===== config.mk =====
export PLATFORM = sky130hd
export DESIGN_NAME = irq_prio_ctrl
export DESIGN_NICKNAME = d
export VERILOG_FILES = /design/src/rtl/ipc_pkg.sv /design/src/rtl/ipc_evt_latch.sv /design/src/rtl/ipc_arbiter.sv /design/src/rtl/irq_prio_ctrl.sv
export SDC_FILE = /design/constraint.sdc
export NUM_CORES = 1
export LEC_CHECK = 0
export ABC_CLOCK_PERIOD_IN_PS = 3450
export BUFFER_PORTS_ARGS = -buffer_cell sky130_fd_sc_hd__buf_4
export CAP_MARGIN = 20
export CORE_MARGIN = 4
export CORE_UTILIZATION = 55
export CTS_BUF_LIST = sky130_fd_sc_hd__clkbuf_8
export DETAILED_ROUTE_END_ITERATION = 12
export MAX_ROUTING_LAYER = met4
export PLACE_DENSITY = 0.88
export SLEW_MARGIN = 20
export SYNTH_ARGS = -nofsm -noshare
export SYNTH_HDL_FRONTEND = slang
export SYNTH_SLANG_ARGS = --single-unit

===== constraint.sdc =====
create_clock -name clk -period 3.45 [get_ports clk]
set_input_delay 0.69 -clock clk [delete_from_list [all_inputs] [get_ports clk]]
set_output_delay 0.69 -clock clk [all_outputs]
set_load 0.05 [all_outputs]

===== src/rtl/ipc_pkg.sv =====
package ipc_pkg;

    localparam int ID_ILLOP    = 0;
    localparam int ID_NMI      = 1;
    localparam int ID_MSK_BASE = 2;

    function automatic logic [15:0] vec_of(input logic [15:0] top, input int id);
        return top - 16'(2 * id);
    endfunction

endpackage


===== src/rtl/ipc_evt_latch.sv =====
module ipc_evt_latch #(
    parameter bit FALL_EDGE = 1'b1
) (
    input  logic clk,
    input  logic rst_n,
    input  logic evt_i,
    input  logic clr_i,
    output logic pend_o
);

    logic set;
    logic pend_d, pend_q;

    generate
        if (FALL_EDGE) begin : g_fall
            logic prev_d, prev_q;
            always_comb prev_d = evt_i;
            always_ff @(posedge clk) begin
                if (!rst_n) prev_q <= 1'b1;
                else        prev_q <= prev_d;
            end
            assign set = prev_q & ~evt_i;
        end else begin : g_pulse
            assign set = evt_i;
        end
    endgenerate

    // a new event wins over a clear in the same cycle
    always_comb pend_d = set | (pend_q & ~clr_i);

    always_ff @(posedge clk) begin
        if (!rst_n) pend_q <= 1'b0;
        else        pend_q <= pend_d;
    end

    assign pend_o = pend_q;

    // an event is never lost
    a_r6_evt_kept: assert property (@(posedge clk) disable iff (!rst_n)
        set |=> pend_o);

    // a clear without a new event removes the flag
    a_r9_clr_drops: assert property (@(posedge clk) disable iff (!rst_n)
        (clr_i && !set) |=> !pend_o);

endmodule


===== src/rtl/ipc_arbiter.sv =====
module ipc_arbiter
    import ipc_pkg::*;
#(
    parameter  int NUM_MSK = 18,
    localparam int SELW    = $clog2(NUM_MSK),
    localparam int IDW     = $clog2(NUM_MSK + 2)
) (
    input  logic               ill_pend_i,
    input  logic               nmi_pend_i,
    input  logic [NUM_MSK-1:0] req_i,
    input  logic               mask_i,
    input  logic [SELW-1:0]    prio_i,
    output logic               vld_o,
    output logic [IDW-1:0]     id_o
);

    logic            lo_hit;
    logic [SELW-1:0] lo_idx;

    always_comb begin
        lo_hit = 1'b0;
        lo_idx = '0;
        for (int i = NUM_MSK - 1; i >= 0; i--) begin
            if (req_i[i]) begin
                lo_hit = 1'b1;
                lo_idx = SELW'(i);
            end
        end
    end

    always_comb begin
        vld_o = 1'b1;
        id_o  = '0;
        if (ill_pend_i) begin
            id_o = IDW'(ID_ILLOP);
        end else if (nmi_pend_i) begin
            id_o = IDW'(ID_NMI);
        end else if (!mask_i && req_i[prio_i]) begin
            id_o = IDW'(ID_MSK_BASE) + IDW'(prio_i);
        end else if (!mask_i && lo_hit) begin
            id_o = IDW'(ID_MSK_BASE) + IDW'(lo_idx);
        end else begin
            vld_o = 1'b0;
        end
    end

    // a chosen maskable source is really requesting
    always_comb begin
        if (vld_o && !ill_pend_i && !nmi_pend_i)
            a_r4_pick_live: assert (req_i[int'(id_o) - ID_MSK_BASE]);
    end

endmodule


===== src/rtl/irq_prio_ctrl.sv =====
module irq_prio_ctrl
    import ipc_pkg::*;
#(
    parameter  int          NUM_MSK = 18,
    parameter  logic [15:0] VEC_TOP = 16'hFFFE,
    localparam int          SELW    = $clog2(NUM_MSK),
    localparam int          IDW     = $clog2(NUM_MSK + 2),
    localparam int          NPER    = NUM_MSK - 1
) (
    input  logic            clk,
    input  logic            rst_n,
    input  logic            irq_n_i,
    input  logic [NPER-1:0] periph_req_i,
    input  logic            nmi_n_i,
    input  logic            illop_i,
    input  logic            mask_i,
    input  logic            prio_we_i,
    input  logic [SELW-1:0] prio_sel_i,
    output logic            cpu_req_o,
    output logic [15:0]     cpu_vec_o,
    input  logic            cpu_ack_i
);

    typedef struct packed {
        logic            busy;
        logic [IDW-1:0]  win;
        logic [SELW-1:0] prio;
    } ctl_t;

    ctl_t ctl_d, ctl_q;

    logic [NUM_MSK-1:0] msk_req;
    logic               ill_pend, nmi_pend;
    logic               ill_clr, nmi_clr;
    logic               served;
    logic               arb_vld;
    logic [IDW-1:0]     arb_id;

    assign msk_req = {periph_req_i, ~irq_n_i};
    assign served  = ctl_q.busy & cpu_ack_i;
    assign ill_clr = served && (ctl_q.win == IDW'(ID_ILLOP));
    assign nmi_clr = served && (ctl_q.win == IDW'(ID_NMI));

    ipc_evt_latch #(.FALL_EDGE(1'b0)) u_ill (
        .clk(clk), .rst_n(rst_n), .evt_i(illop_i), .clr_i(ill_clr), .pend_o(ill_pend)
    );

    ipc_evt_latch #(.FALL_EDGE(1'b1)) u_nmi (
        .clk(clk), .rst_n(rst_n), .evt_i(nmi_n_i), .clr_i(nmi_clr), .pend_o(nmi_pend)
    );

    ipc_arbiter #(.NUM_MSK(NUM_MSK)) u_arb (
        .ill_pend_i(ill_pend),
        .nmi_pend_i(nmi_pend),
        .req_i     (msk_req),
        .mask_i    (mask_i),
        .prio_i    (ctl_q.prio),
        .vld_o     (arb_vld),
        .id_o      (arb_id)
    );

    always_comb begin
        ctl_d = ctl_q;
        if (prio_we_i && (int'(prio_sel_i) < NUM_MSK))
            ctl_d.prio = prio_sel_i;
        if (served) begin
            ctl_d.busy = 1'b0;
        end else if (!ctl_q.busy && arb_vld) begin
            ctl_d.busy = 1'b1;
            ctl_d.win  = arb_id;
        end
    end

    always_ff @(posedge clk) begin
        if (!rst_n) ctl_q <= '{busy: 1'b0, win: '0, prio: '0};
        else        ctl_q <= ctl_d;
    end

    assign cpu_req_o = ctl_q.busy;
    assign cpu_vec_o = vec_of(VEC_TOP, int'(ctl_q.win));

    // request and vector frozen until acknowledge
    a_r8_vec_hold: assert property (@(posedge clk) disable iff (!rst_n)
        (cpu_req_o && !cpu_ack_i) |=> (cpu_req_o && $stable(cpu_vec_o)));

    // acknowledge drops the request
    a_r9_ack_drop: assert property (@(posedge clk) disable iff (!rst_n)
        (cpu_req_o && cpu_ack_i) |=> !cpu_req_o);

    // a maskable winner only when the mask was clear
    a_r3_mask_block: assert property (@(posedge clk) disable iff (!rst_n)
        ($rose(ctl_q.busy) && (ctl_q.win >= IDW'(ID_MSK_BASE))) |-> !$past(mask_i));

    // a pending illegal-opcode event always wins
    a_r7_ill_first: assert property (@(posedge clk) disable iff (!rst_n)
        ($rose(ctl_q.busy) && $past(ill_pend)) |-> (ctl_q.win == IDW'(ID_ILLOP)));

    // the promoted index is always a valid maskable source
    a_r5_prio_range: assert property (@(posedge clk) disable iff (!rst_n)
        int'(ctl_q.prio) < NUM_MSK);

endmodule


=== Word level (Yosys, flattened, before mapping) ===
Cells that the tools add are included.

* Flip-flop bits (word level): 14
* Bits in read-only memories: 0
* Latch bits: 0
* Output and inout bits: 17
* Memories: 0
* Bits in writable memories: 0
* Input bits: 30

* Shifts and indexed selects: 0
* $mul: 0
* Reductions and logical operators: 11
* Equal/unequal tests: 1
* $add $sub $neg: 3
* Divide/modulo/power cells: 0
* Bitwise operators: 12
* Muxes and demuxes: 46
* Order comparisons: 2

{| class="wikitable"
|+ Operators by type and width
! kind !! count
|-
| 2-to-1 mux 5 bit || 22
|-
| 2-to-1 mux 1 bit || 23
|-
| adder 2 x 5 -> 5 bit, first input constant || 2
|-
| subtractor 2 x 7 -> 8 bit, first input constant || 1
|-
| logical AND 1 bit || 6
|-
| less-than comparator 5 x 6 -> 1 bit, second input constant || 1
|-
| inverter 1 bit || 6
|-
| binary-select mux 1 bit (select 5 bit) || 1
|-
| equality test 5 x 1 -> 1 bit, second input constant || 1
|-
| logical NOT 5 bit || 1
|-
| less-than comparator 5 bit, second input constant || 1
|-
| bitwise AND 1 bit || 4
|-
| logical NOT 1 bit || 2
|-
| bitwise OR 1 bit || 2
|-
| AND reduction 2 bit || 1
|-
| OR reduction 2 bit || 1
|}

=== Depth between registers and ports, before layout ===
Gate-level depths: netlist of run 1.

* Depth in word-level cells: 25
* Gate-level depth with buffers: 8

=== Modules after synthesis ===
A second synthesis of run 1 with hierarchy kept.

* Cell total of the unflattened synthesis: 165
* Area total of the unflattened synthesis: 1287.5 um^2

{| class="wikitable"
|+ By module, submodules not included
! module !! times used !! area each (um^2) !! seq. area each (um^2) !! cells each
|-
| ipc_arbiter || 1 || 590.6 || 0.0 || 88
|-
| irq_prio_ctrl || 1 || 585.6 || 220.2 || 68
|-
| ipc_evt_latch (u_nmi) || 1 || 70.1 || 40.0 || 6
|-
| ipc_evt_latch (u_ill) || 1 || 41.3 || 20.0 || 3
|}

=== Worst setup path before layout of run 1 ===
Ideal clock, no wire load.

* Path kind: input-to-reg
* From: in periph_req_i[6]
* To: reg ctl_q[9] (netlist name)
* Required time: 3333 ps
* Path buffers: 1
* Arrival: 2110 ps
* Cell stages on the path: 6
* Slack: 1222 ps
* Library setup time: 117 ps
* Cells stage by stage: or4_1 -> nor3b_2 -> a21oi_2 -> and4b_1 -> buf_6 -> a32o_1

* Cells in the longest elaborated chain, start to end: 15
* Elaborated cells between the ends (all ways): 31
* Those cells by class: 1 x add/sub; 26 x mux; 4 x reduce/logical

{| class="wikitable"
|+ Ends and longest elaborated chain
! element !! line !! source
|-
| start: declaration || irq_prio_ctrl.sv:13 || <nowiki>input logic [NPER-1:0] periph_req_i,</nowiki>
|-
| branches (longest 15 deep; another with adder 2 x 5 -> 5 bit) || n/a ||
|-
| end signal: assignment || irq_prio_ctrl.sv:75 || <nowiki>if (!rst_n) ctl_q <= '{busy: 1'b0, win: '0, prio: '0};</nowiki>
|-
| end signal: assignment || irq_prio_ctrl.sv:76 || <nowiki>else ctl_q <= ctl_d;</nowiki>
|-
| end: declaration || irq_prio_ctrl.sv:30 || <nowiki>ctl_t ctl_d, ctl_q;</nowiki>
|}

Parallel ways; which one is timed is not known. The select of a mux whose other input is x is not followed.
A chain may end at the register's enable or synchronous reset.

=== Worst setup path after layout of run 1 ===
* From: reg ctl_q[0] (netlist name)
* To: reg ctl_q[9] (netlist name)

* Cells in the longest elaborated chain, start to end: 8
* Elaborated cells between the ends (all ways): 12
* Those cells by class: 1 x add/sub; 8 x mux; 3 x reduce/logical

{| class="wikitable"
|+ Ends and longest elaborated chain
! element !! line !! source
|-
| binary-select mux 1 bit (select 5 bit) || ipc_arbiter.sv:38 || <nowiki>end else if (!mask_i && req_i[prio_i]) begin</nowiki>
|-
| 2-to-1 mux 1 bit (implied by the code) || ipc_arbiter.sv:38 ||
|-
| logical AND 1 bit || ipc_arbiter.sv:38 ||
|-
| 2-to-1 mux 1 bit || ipc_arbiter.sv:38 ||
|-
| 2-to-1 mux 1 bit || ipc_arbiter.sv:36 || <nowiki>end else if (nmi_pend_i) begin</nowiki>
|-
| 2-to-1 mux 1 bit || ipc_arbiter.sv:34 || <nowiki>if (ill_pend_i) begin</nowiki>
|-
| logical AND 1 bit || irq_prio_ctrl.sv:68 || <nowiki>end else if (!ctl_q.busy && arb_vld) begin</nowiki>
|-
| AND reduction 2 bit (no line) || n/a ||
|}

Parallel ways exist; a longest one is shown, timed or not. The select of a mux whose other input is x is not followed.

==> out/summary.txt, run 1 <==
==================================================================================================
Combinational share of power                                                                 0.307
Pin count of the biggest net entering global routing                                            13
Worst clock skew                                                                          1.035 ps
Slew @ Worst Pin                                                                          546.2 ps
Detailed placer's ending HPWL                                                              2587 um
Insertion delay to the later sink of the worst-skew pair                                    250 ps
First-pass DRT Iterations                                                                        4
Post-synth EDFFs                                                                                 0
CTS tree                                                                                       yes
Sequential element share of the synthesized area                                            0.2258
WHS Endpoint                                                                          ctl_q[7]$_SDFFE_PN0P_
Wire length of the first global-routing pass                                               5168 um
Switching fraction of total power                                                           0.3327
Status                                                                                finished, final reports clean
H-Tree Level Count                                                                               1
Synthesis Warnings                                                                               0
Path type of the worst min-delay path                                                   reg -> reg
Remaining DRCs                                                                                   0
Layout net count                                                                               216
Synthesized area per cell                                                              8.166 sq um
R2r worst-path depth                                                                             6
Post CTS Setup Buffer Count                                                                      0
Area Growth Syn to Fin                                                                      20.67%
Finish-stage setup viols                                                                         0
Cells taking the most area after synthesis                                            dfxtp_1, buf_4, mux4_2
Routed wire per std cell                                                                  15.07 um
Die Width                                                                                 55.51 um
Post-Syn Area                                                                         0.001241 sq mm
Critical path type                                                                      reg -> reg
GR Overflow Total                                                                                0
Period minus WS final                                                                      2194 ps
Number of buffers inserted for hold repair after clock tree synthesis                            0
CTS Buf Count                                                                                    3
Starting Density                                                                            0.6078
Syn Inst Count                                                                                 152
Clock transition time at the flip-flop clock pins of the worst setup and hold paths          60 ps
Via density                                                                                  5.676
Depth of the worst hold-timing path                                                              2
Number of hold violations in the final report                                                    0
Vias in the first global route                                                                1156
R2R Path End                                                                          ctl_q[9]$_SDFFE_PN0P_
Data required time at the worst endpoint                                                   3590 ps
Flop-to-flop setup slack                                                                   1260 ps
Highest fanout seen on the critical path                                                         9
Via count of the routed design                                                                1192
Critical path startpoint category                                                         register
Number of nets still failing antenna checks after routing                                        0
VDD IR-drop max                                                                          0.3280 mV
Total of buffers placed on input and output ports                                               35
Main synth FF type                                                                         dfxtp_1
Hold path startpoint                                                                  ctl_q[7]$_SDFFE_PN0P_
Endpoint arrival time on the critical path                                                 2330 ps
Final cycle utilization of the critical path                                                0.6361
Slew Limit Headroom                                                                         0.6313
Share of the synthesized area in the top cell type                                          0.2258
GRT Overall Usage                                                                           0.2118
Setup ws final                                                                             1256 ps
Floorplan die area                                                                    0.003081 sq mm
Crit path capture type                                                                    register
Most common cell after layout, fill and taps aside                                           buf_4
Initial DRC count                                                                               31
Critical register-to-register path startpoint                                         ctl_q[0]$_SDFFE_PN0P_
Fraction of synthesis flops using an asynchronous set or reset pin                               0
Count of final max-slew check failures                                                           0
Placer congestion estimate                                                                  0.9349
Fraction of layout instances using a drive strength above 1                                 0.2951
Number of antenna diodes                                                                         0
Number of sinks driven by the clock tree                                                        14
Dominant cell type by area after synthesis                                                 dfxtp_1
Core Box Area                                                                         0.002042 sq mm
Clock power share                                                                            0.324
Chip Height                                                                               55.51 um
Switching power                                                                           166.6 uW
Wire length after detailed routing                                                         3165 um
Highest-count cells in the layout ignoring fill and taps                              buf_4, dfxtp_1, nand2_1
Ports placed on the boundary                                                                    47
Floorplan row count                                                                             16
Leak pwr                                                                              0.0006288 uW
Internal power consumption                                                                334.2 uW
Power per cell area                                                                   334.4 mW/mm^2
Number of distinct library cells after synthesis                                                50
Resized cells post-CTS                                                                           0
Antenna violations before repair                                                                 0
Number of register bits inferred by synthesis                                                   14
Final TNS setup                                                                               0 ps
CTS max path bufs                                                                                2
Power share of the sequential group                                                          0.369
Cell at the root of the clock tree                                                        clkbuf_8
Max Freq                                                                                 455.7 MHz
Setup WS pre-CTS                                                                           1015 ps
Number of maximum-capacitance constraint violations                                              0
RSZ-0062 raised after global routing                                                         false
==================================================================================================
-- logic make-up (layout without fill, tap and decap cells) --
logic type / after synthesis / after routing / synth area share
flops: 14 / 14 / 0.2258
other cells: 2 / 11 / 0.006051
mux: 8 / 8 / 0.09576
xor+xnor: 3 / 3 / 0.02117
buf+inv: 29 / 51 / 0.1401
fa+ha+maj: 2 / 2 / 0.02016
compound gates: 33 / 33 / 0.2117
simple gates: 61 / 61 / 0.2792
-- power by group through the flow --
stage               registers, uW  logic [uW]  clock network [uW]
global route                  186         165                 175
finish                        185         154                 162
floorplan                     184         114                   0
CTS                           185         152                 163
detailed placement            188         152                   0
global placement              187         148                   0
-- worst max path at each step --
| stage | from | end | slack (ps) | depth (start not counted) |
|---|---|---|---|---|
| after global routing | ctl_q[0]$_SDFFE_PN0P_ | ctl_q[9]$_SDFFE_PN0P_ | 1140 | 6 |
| after CTS | ctl_q[0]$_SDFFE_PN0P_ | ctl_q[9]$_SDFFE_PN0P_ | 1250 | 6 |
| after global placement | periph_req_i[6] | ctl_q[9]$_SDFFE_PN0P_ | 1100 | 6 |
| final | ctl_q[0]$_SDFFE_PN0P_ | ctl_q[9]$_SDFFE_PN0P_ | 1260 | 6 |
| after floorplan | periph_req_i[6] | ctl_q[9]$_SDFFE_PN0P_ | 1220 | 6 |
| after detailed placement | periph_req_i[6] | ctl_q[5]$_SDFFE_PN0P_ | 1020 | 7 |
-- per-stage QoR --
stage | total power (uW) | std cells | hold WS [ps] | utilization | area [sq um]
after floorplan | 298.5 | 161 | 448.8 | - | 1275
after global placement | 334.7 | 206 | 468.6 | 0.7065 | 1443
after detailed placement | 340.0 | 206 | 478.5 | 0.7065 | 1443
after CTS | 500.4 | 210 | 486.5 | 0.7335 | 1498
after global routing | 525.9 | 210 | 524.3 | 0.7335 | 1498
final | 500.8 | 210 | 482.0 | 0.7335 | 1498
-- flip-flops by register name (all words and copies together), names as in the netlist --
name,flops
u_nmi.g_fall.prev_q,1
cpu_req_o,1
u_ill.pend_o,1
u_nmi.pend_o,1
ctl_q,10
-- critical path, stage by stage, from the launching register on --
cell     delay (ps)
dfxtp_1         650
mux4_2          600
mux2i_1         150
nand2_1          80
and2_4          170
a31o_1          190
a32o_1          240
-- layout make-up --
class | instances | area (sq um)
fill | 174 | 544.3
clock buffer | 4 | 55.05
timing repair buffer | 35 | 262.8
inverter | 12 | 45.04
sequential | 14 | 280.3
tap | 27 | 33.78
multi-input combinational | 118 | 820.8
-- layer usage --
metal  up-vias  GRT usage  wire [um]
met3         6    0.06527        203
met1       554     0.2461       1281
li1        591          -          -
met2        41     0.3530       1644
met5         -          -          0
met4         0    0.05556         36
-- Yosys cell counts (all sizes together) (4+ instances only) --
| library cell | count |
|---|---|
| a21oi | 9 |
| nor2b | 6 |
| nor2 | 10 |
| o21ai | 6 |
| buf | 15 |
| nand3 | 8 |
| mux2i | 4 |
| nand2 | 13 |
| nand2b | 4 |
| nor3 | 4 |
| dfxtp | 14 |
| inv | 12 |
(Power assumes the default switching activity.)
==> inputs of run 2 (changes only) <==
Settings changed: ABC_CLOCK_PERIOD_IN_PS 3450 to 2000, CORE_UTILIZATION 55 to 46, PLACE_DENSITY 0.88 to 0.79.
Clock period 3.45 ns to 2 ns, I/O delays scaled along.
==> run 2 against run 1 <==
Compared with the run above: sequential power is 71% higher; total power increased by 74%; largest power group unchanged; critical endpoint unchanged; first-iteration DRC count rose by 45%; non-clock buffer count is 6 higher; cell area rose by 3.9%; combinational power rose by 80%; global-route usage fell by 0.81 points; clock skew about the same; sequential share of layout area down 0.47 points; critical path type unchanged.
==> out/summary.txt, run 2 (synthesis results as in run 1) <==
==================================================================================================
Leak pwr                                                                              0.0006604 uW   +5.0%
Floorplan row count                                                                             18   +2
Cell at the slowest stage of the critical path                                             dfxtp_1
RSZ-0062 raised after global routing                                                         false
First-pass DRT Iterations                                                                        4   unchanged
Critical path type                                                                      reg -> reg
Max Freq                                                                                 520.7 MHz   +14%
Remaining DRCs                                                                                   0   unchanged
Power share of the sequential group                                                          0.365   -0.004
Path type of the worst min-delay path                                                    in -> reg
Area occupied by multi-input gates                                                     827.0 sq um   +0.76%
Switching fraction of total power                                                           0.3298   -0.002887
Worst clock skew                                                                         0.7796 ps   -0.2552 ps
Register name with the most flops                                                            ctl_q
Layout net count                                                                               222   +2.8%
Pin count of the biggest net entering global routing                                            13   unchanged
Final cycle utilization of the critical path                                                0.9603   +0.3242
Starting Density                                                                            0.4921   -0.1158
Finish-stage setup viols                                                                         0   unchanged
Floorplan die area                                                                    0.003593 sq mm   +17%
Post CTS Setup Buffer Count                                                                      0   unchanged
Total of buffers placed on input and output ports                                               35   unchanged
Filler instances                                                                               233   +34%
Fraction of layout instances using a drive strength above 1                                 0.3280   +0.03296
Detailed placer's ending HPWL                                                              2605 um   +0.68%
FF/Latch Area                                                                          284.0 sq um   +1.3%
GR Overflow Total                                                                                0   unchanged
Chip Height                                                                               59.95 um   +8.0%
Number of buffers inserted for hold repair after clock tree synthesis                            0   unchanged
Number of flip-flops in the largest register                                                    10   unchanged
Count of final max-slew check failures                                                           0   unchanged
Ports placed on the boundary                                                                    47   unchanged
Antenna violations before repair                                                                 0   unchanged
Highest fanout seen on the critical path                                                        10   +1
Via count of the routed design                                                                1240   +4.0%
Slew @ Worst Pin                                                                          516.7 ps   -29.44 ps
Power per cell area                                                                   559.1 mW/mm^2   +67%
CTS max path bufs                                                                                2   unchanged
Core Box Area                                                                         0.002522 sq mm   +24%
Slew Limit Headroom                                                                         0.6511   +0.01988
Initial DRC count                                                                               45   +45%
Critical path's largest stage delay                                                         570 ps   -80 ps
Vias in the first global route                                                                1170   +1.2%
Combinational share of power                                                                 0.318   +0.011
Highest-count cells in the layout ignoring fill and taps                              buf_4, nand2_1, dfxtp_1
CTS tree                                                                                       yes
Insertion delay to the later sink of the worst-skew pair                                    240 ps   about the same
Final worst hold slack                                                                    346.9 ps   -135.2 ps
Die Width                                                                                 59.95 um   +8.0%
Status                                                                                finished, final reports clean
Placer congestion estimate                                                                  0.8282   -11%
CTS Buf Count                                                                                    3   unchanged
Number of sinks driven by the clock tree                                                        14   unchanged
Data required time at the worst endpoint                                                   2140 ps   -1450 ps
Crit path capture type                                                                    register
Clock transition time at the flip-flop clock pins of the worst setup and hold paths          60 ps   about the same
Clock power share                                                                            0.317   -0.007
List of cells traversed by the critical path                                          mux4_2, mux2i_1, nand2_1, and2_4, a31o_1, a32o_1
Number of antenna diodes                                                                         0   unchanged
VDD IR-drop max                                                                          0.5237 mV   +60%
Routed wire per std cell                                                                  14.91 um   -1.0%
Period minus WS final                                                                      1921 ps   -273.9 ps
Number of hold violations in the final report                                                    0   unchanged
Number of maximum-capacitance constraint violations                                              0   unchanged
Endpoint arrival time on the critical path                                                 2060 ps   -270 ps
Number of nets still failing antenna checks after routing                                        0   unchanged
Via density                                                                                  5.662   -0.25%
Wire length after detailed routing                                                         3266 um   +3.2%
H-Tree Level Count                                                                               1   unchanged
Final TNS setup                                                                               0 ps   unchanged
Wire length of the first global-routing pass                                               5375 um   +4.0%
Switching power                                                                           287.0 uW   +72%
Internal power consumption                                                                583.3 uW   +75%
Most common cell after layout, fill and taps aside                                           buf_4
GRT Overall Usage                                                                           0.2037   -0.008060
Critical path startpoint category                                                         register
Area Growth Syn to Fin                                                                      25.40%
Cell at the root of the clock tree                                                        clkbuf_8
==================================================================================================
==> run 2: cell types whose count changed in the layout (fill, tap and decap cells not counted), sizes merged <==
cell	change
buf	+6
==> run 2: path summary, 6_finish.rpt <==
check                        start  cells after the start                        endpoint  slack (ps)
max          ctl_q[1]$_SDFFE_PN0P_                      6           ctl_q[9]$_SDFFE_PN0P_          80
min                        nmi_n_i                      2  u_nmi.g_fall.prev_q$_SDFF_PN1_         350
max reg2reg  ctl_q[1]$_SDFFE_PN0P_                      6           ctl_q[9]$_SDFFE_PN0P_          80
min reg2reg  ctl_q[7]$_SDFFE_PN0P_                      2           ctl_q[7]$_SDFFE_PN0P_         490
==> run 2: layout make-up <==
| cell class | instances | area share |
|---|---|---|
| multi-input cells | 118 | 0.5314 |
| inverters | 12 | 0.02894 |
| repair buffers | 41 | 0.1977 |
| well taps | 30 | 0.02412 |
| flip-flops and latches | 14 | 0.1825 |
| clock buffers | 4 | 0.03537 |
==> run 2: per-layer routing <==
metal / up-vias / part of all wire / routed length, um / track usage
li1: 608 / - / - / -
met1: 566 / 0.41 / 1329 / 0.2559
met2: 64 / 0.52 / 1691 / 0.3349
met3: 2 / 0.072 / 236 / 0.04536
met4: 0 / 0.0024 / 8 / 0.04114
met5: - / 0 / 0 / -
==> run 2: power groups by stage <==
stage | combinational [uW] | clock [uW] | sequential, uW
floorplan | 197 | 0 | 318
global placement | 264 | 0 | 322
detailed placement | 271 | 0 | 322
CTS | 273 | 280 | 317
global route | 299 | 291 | 320
finish | 277 | 276 | 317
==> run 2: stage by stage <==
stage	cell area [sq um]	setup slack (ps)	util	instances	total power (uW)
after global routing	1556	8.488	0.6171	219	910.1
after CTS	1548	71.38	0.6136	219	870.7
after detailed placement	1491	-110.3	0.5913	215	593.9
after global placement	1491	-51.34	0.5913	215	585.8
final	1556	79.45	0.6171	219	870.2
after floorplan	1275	62.12	-	161	514.9
==> run 2: critical path, delay by kind of cell, from the launching register on <==
kind,cells,cell delay (ps)
flops,1,570
mux,2,550
compound gates,2,430
simple gates,2,250
==> run 2: what timing repair did <==
| action | 4_1_cts | 5_1_grt |
|---|---|---|
| endpoints found under the setup margin | 1 | 1 |
| resized for setup | 1 | 2 |
| endpoints found under the hold margin | 0 | 0 |
==> inputs of run 3 (changes only) <==
Settings changed: CORE_ASPECT_RATIO set to 0.7.
==> run 3 against run 2 <==
Compared with the run above: maximum frequency fell by 0.26%; sequential share of layout area down 0.35 points; final cell count rose by 2.3%; sequential power about the same; setup slack got worse by 5.0 ps; clock power about the same; register-to-register slack is essentially flat; first-iteration DRC count grew to 2.7 times the previous value; combinational power is 2% higher; total power rose by 1.1%; critical path type unchanged; critical endpoint unchanged; highest routed layer unchanged.
==> out/summary.txt, run 3 (synthesis results as in run 1) <==
==================================================================================================
Leak pwr                                                                              0.0006816 uW   +3.2%
Floorplan die area                                                                    0.003607 sq mm   +0.37%
RSZ-0062 raised after global routing                                                         false
VDD IR-drop max                                                                          0.2815 mV   -46%
Via count of the routed design                                                                1263   +1.9%
CTS max path bufs                                                                                2   unchanged
Worst clock skew                                                                          2.372 ps   +1.592 ps
Placer congestion estimate                                                                  0.8975   +8.4%
Critical path type                                                                      reg -> reg
Fraction of layout instances using a drive strength above 1                                 0.3316   +0.003537
Via density                                                                                  5.638   -0.42%
Number of hold violations in the final report                                                    0   unchanged
Number of nets still failing antenna checks after routing                                        0   unchanged
Chip Height                                                                               51.46 um   -14%
Post-route cell area                                                                  0.001573 sq mm   +1.0%
Insertion delay to the later sink of the worst-skew pair                                    250 ps   about the same
Wire length of the first global-routing pass                                               5271 um   -1.9%
Finish-stage setup viols                                                                         0   unchanged
Number of buffers inserted for hold repair after clock tree synthesis                            0   unchanged
Die Width                                                                                 70.09 um   +17%
Detailed placer's ending HPWL                                                              2738 um   +5.1%
Final cycle utilization of the critical path                                                0.9628   +0.002516
Total power                                                                               880.1 uW   +1.1%
Floorplan row count                                                                             15   -3
GR Overflow Total                                                                                0   unchanged
GRT Overall Usage                                                                           0.1919   -0.01180
Register name with the most flops                                                            ctl_q
Count of final max-slew check failures                                                           0   unchanged
Status                                                                                finished, final reports clean
First-pass DRT Iterations                                                                        4   unchanged
Number of flip-flops in the largest register                                                    10   unchanged
Starting Density                                                                            0.4935   +0.001469
Max Freq                                                                                 519.3 MHz   -0.26%
Initial DRC count                                                                              120   +170%
Critical path startpoint category                                                         register
Data required time at the worst endpoint                                                   2140 ps   about the same
Slew @ Worst Pin                                                                          600.7 ps   +84.00 ps
Layout net count                                                                               223   +0.45%
Cell at the root of the clock tree                                                        clkbuf_8
Core Box Area                                                                         0.002515 sq mm   -0.30%
Remaining DRCs                                                                                   0   unchanged
Clock transition time at the flip-flop clock pins of the worst setup and hold paths          60 ps   about the same
Critical register-to-register path startpoint                                         ctl_q[0]$_SDFFE_PN0P_
Critical path startpoint                                                              ctl_q[0]$_SDFFE_PN0P_
Endpoint arrival time on the critical path                                                 2070 ps   about the same
Period minus WS final                                                                      1926 ps   +5.031 ps
Most common cell after layout, fill and taps aside                                           buf_4
Number of sinks driven by the clock tree                                                        14   unchanged
Ports placed on the boundary                                                                    47   unchanged
Vias in the first global route                                                                1160   -0.85%
Antenna violations before repair                                                                 0   unchanged
CTS Buf Count                                                                                    3   unchanged
Highest-count cells in the layout ignoring fill and taps                              buf_4, nand2_1, dfxtp_1
Highest fanout seen on the critical path                                                         6   -4
Final worst hold slack                                                                    346.1 ps   -0.7580 ps
Crit path capture type                                                                    register
Final TNS setup                                                                               0 ps   unchanged
Slew Limit Headroom                                                                         0.5944   -0.05671
Hold path startpoint                                                                       nmi_n_i
Number of antenna diodes                                                                         0   unchanged
CTS tree                                                                                       yes
Path type of the worst min-delay path                                                    in -> reg
Power per cell area                                                                   559.6 mW/mm^2   about the same
H-Tree Level Count                                                                               1   unchanged
Routed wire per std cell                                                                  14.80 um   -0.74%
Placed instance area                                                                  0.001496 sq mm   +0.34%
Total of buffers placed on input and output ports                                               35   unchanged
Number of maximum-capacitance constraint violations                                              0   unchanged
Wire length after detailed routing                                                         3316 um   +1.5%
Pin count of the biggest net entering global routing                                            13   unchanged
Area Growth Syn to Fin                                                                      26.71%
Post-layout utilization of the core                                                         0.6254   +0.008310
==================================================================================================
run 3: cell types whose count changed in the layout (fill, tap and decap cells not counted), sizes merged:
cell  change
buf       +1
run 3: per-layer routing:
layer  routed length [um]  GRT usage  up-vias  part of all wire
li1                     -          -      606                 -
met1                 1413     0.2326      585              0.43
met2                 1581     0.3103       53              0.48
met3                  220    0.04912       19             0.066
met4                  101    0.07325        0             0.030
met5                    0          -        -                 0
run 3: where the power goes:
| group | internal [uW] | leakage, uW | switching (uW) |
|---|---|---|---|
| sequential | 294 | 0.000115 | 23.9 |
| combinational | 118 | 0.000538 | 165 |
| clock | 175 | 0.0000288 | 104 |
run 3: final timing paths:
path	depth (start not counted)	to	slack (ps)
worst max-delay path	6	ctl_q[9]$_SDFFE_PN0P_	70
worst min-delay path	2	u_nmi.g_fall.prev_q$_SDFF_PN1_	350
worst max register to register	6	ctl_q[9]$_SDFFE_PN0P_	70
worst min register to register	2	ctl_q[7]$_SDFFE_PN0P_	490
run 3: worst max-delay path: stages (launching register included):
cell	delay, ps
dfxtp_2	430
mux4_2	550
mux2i_1	150
nand2_1	90
and2_4	180
a31o_1	190
a32o_1	230
run 3: area by class of cell:
| cell class | instances | area (sq um) |
|---|---|---|
| tap | 34 | 42.54 |
| multi-input combinational | 118 | 833.3 |
| fill | 216 | 942.2 |
| timing repair buffer | 42 | 315.3 |
| clock buffer | 4 | 55.05 |
| inverter | 12 | 45.04 |
| sequential | 14 | 281.5 |
run 3: repair_timing:
item / 4_1_cts / 5_1_grt
buffers inserted: 0 / 1
gates resized for setup: 1 / 2
endpoints found under the setup margin: 1 / 2
pin swaps: 0 / 1
run 3: stage by stage:
step / setup slack (ps) / instances
finish: 74.42 / 224
global route: 19.11 / 224
CTS: 68.63 / 223
detailed placement: -140.1 / 219
global placement: -48.74 / 219
floorplan: 62.12 / 161
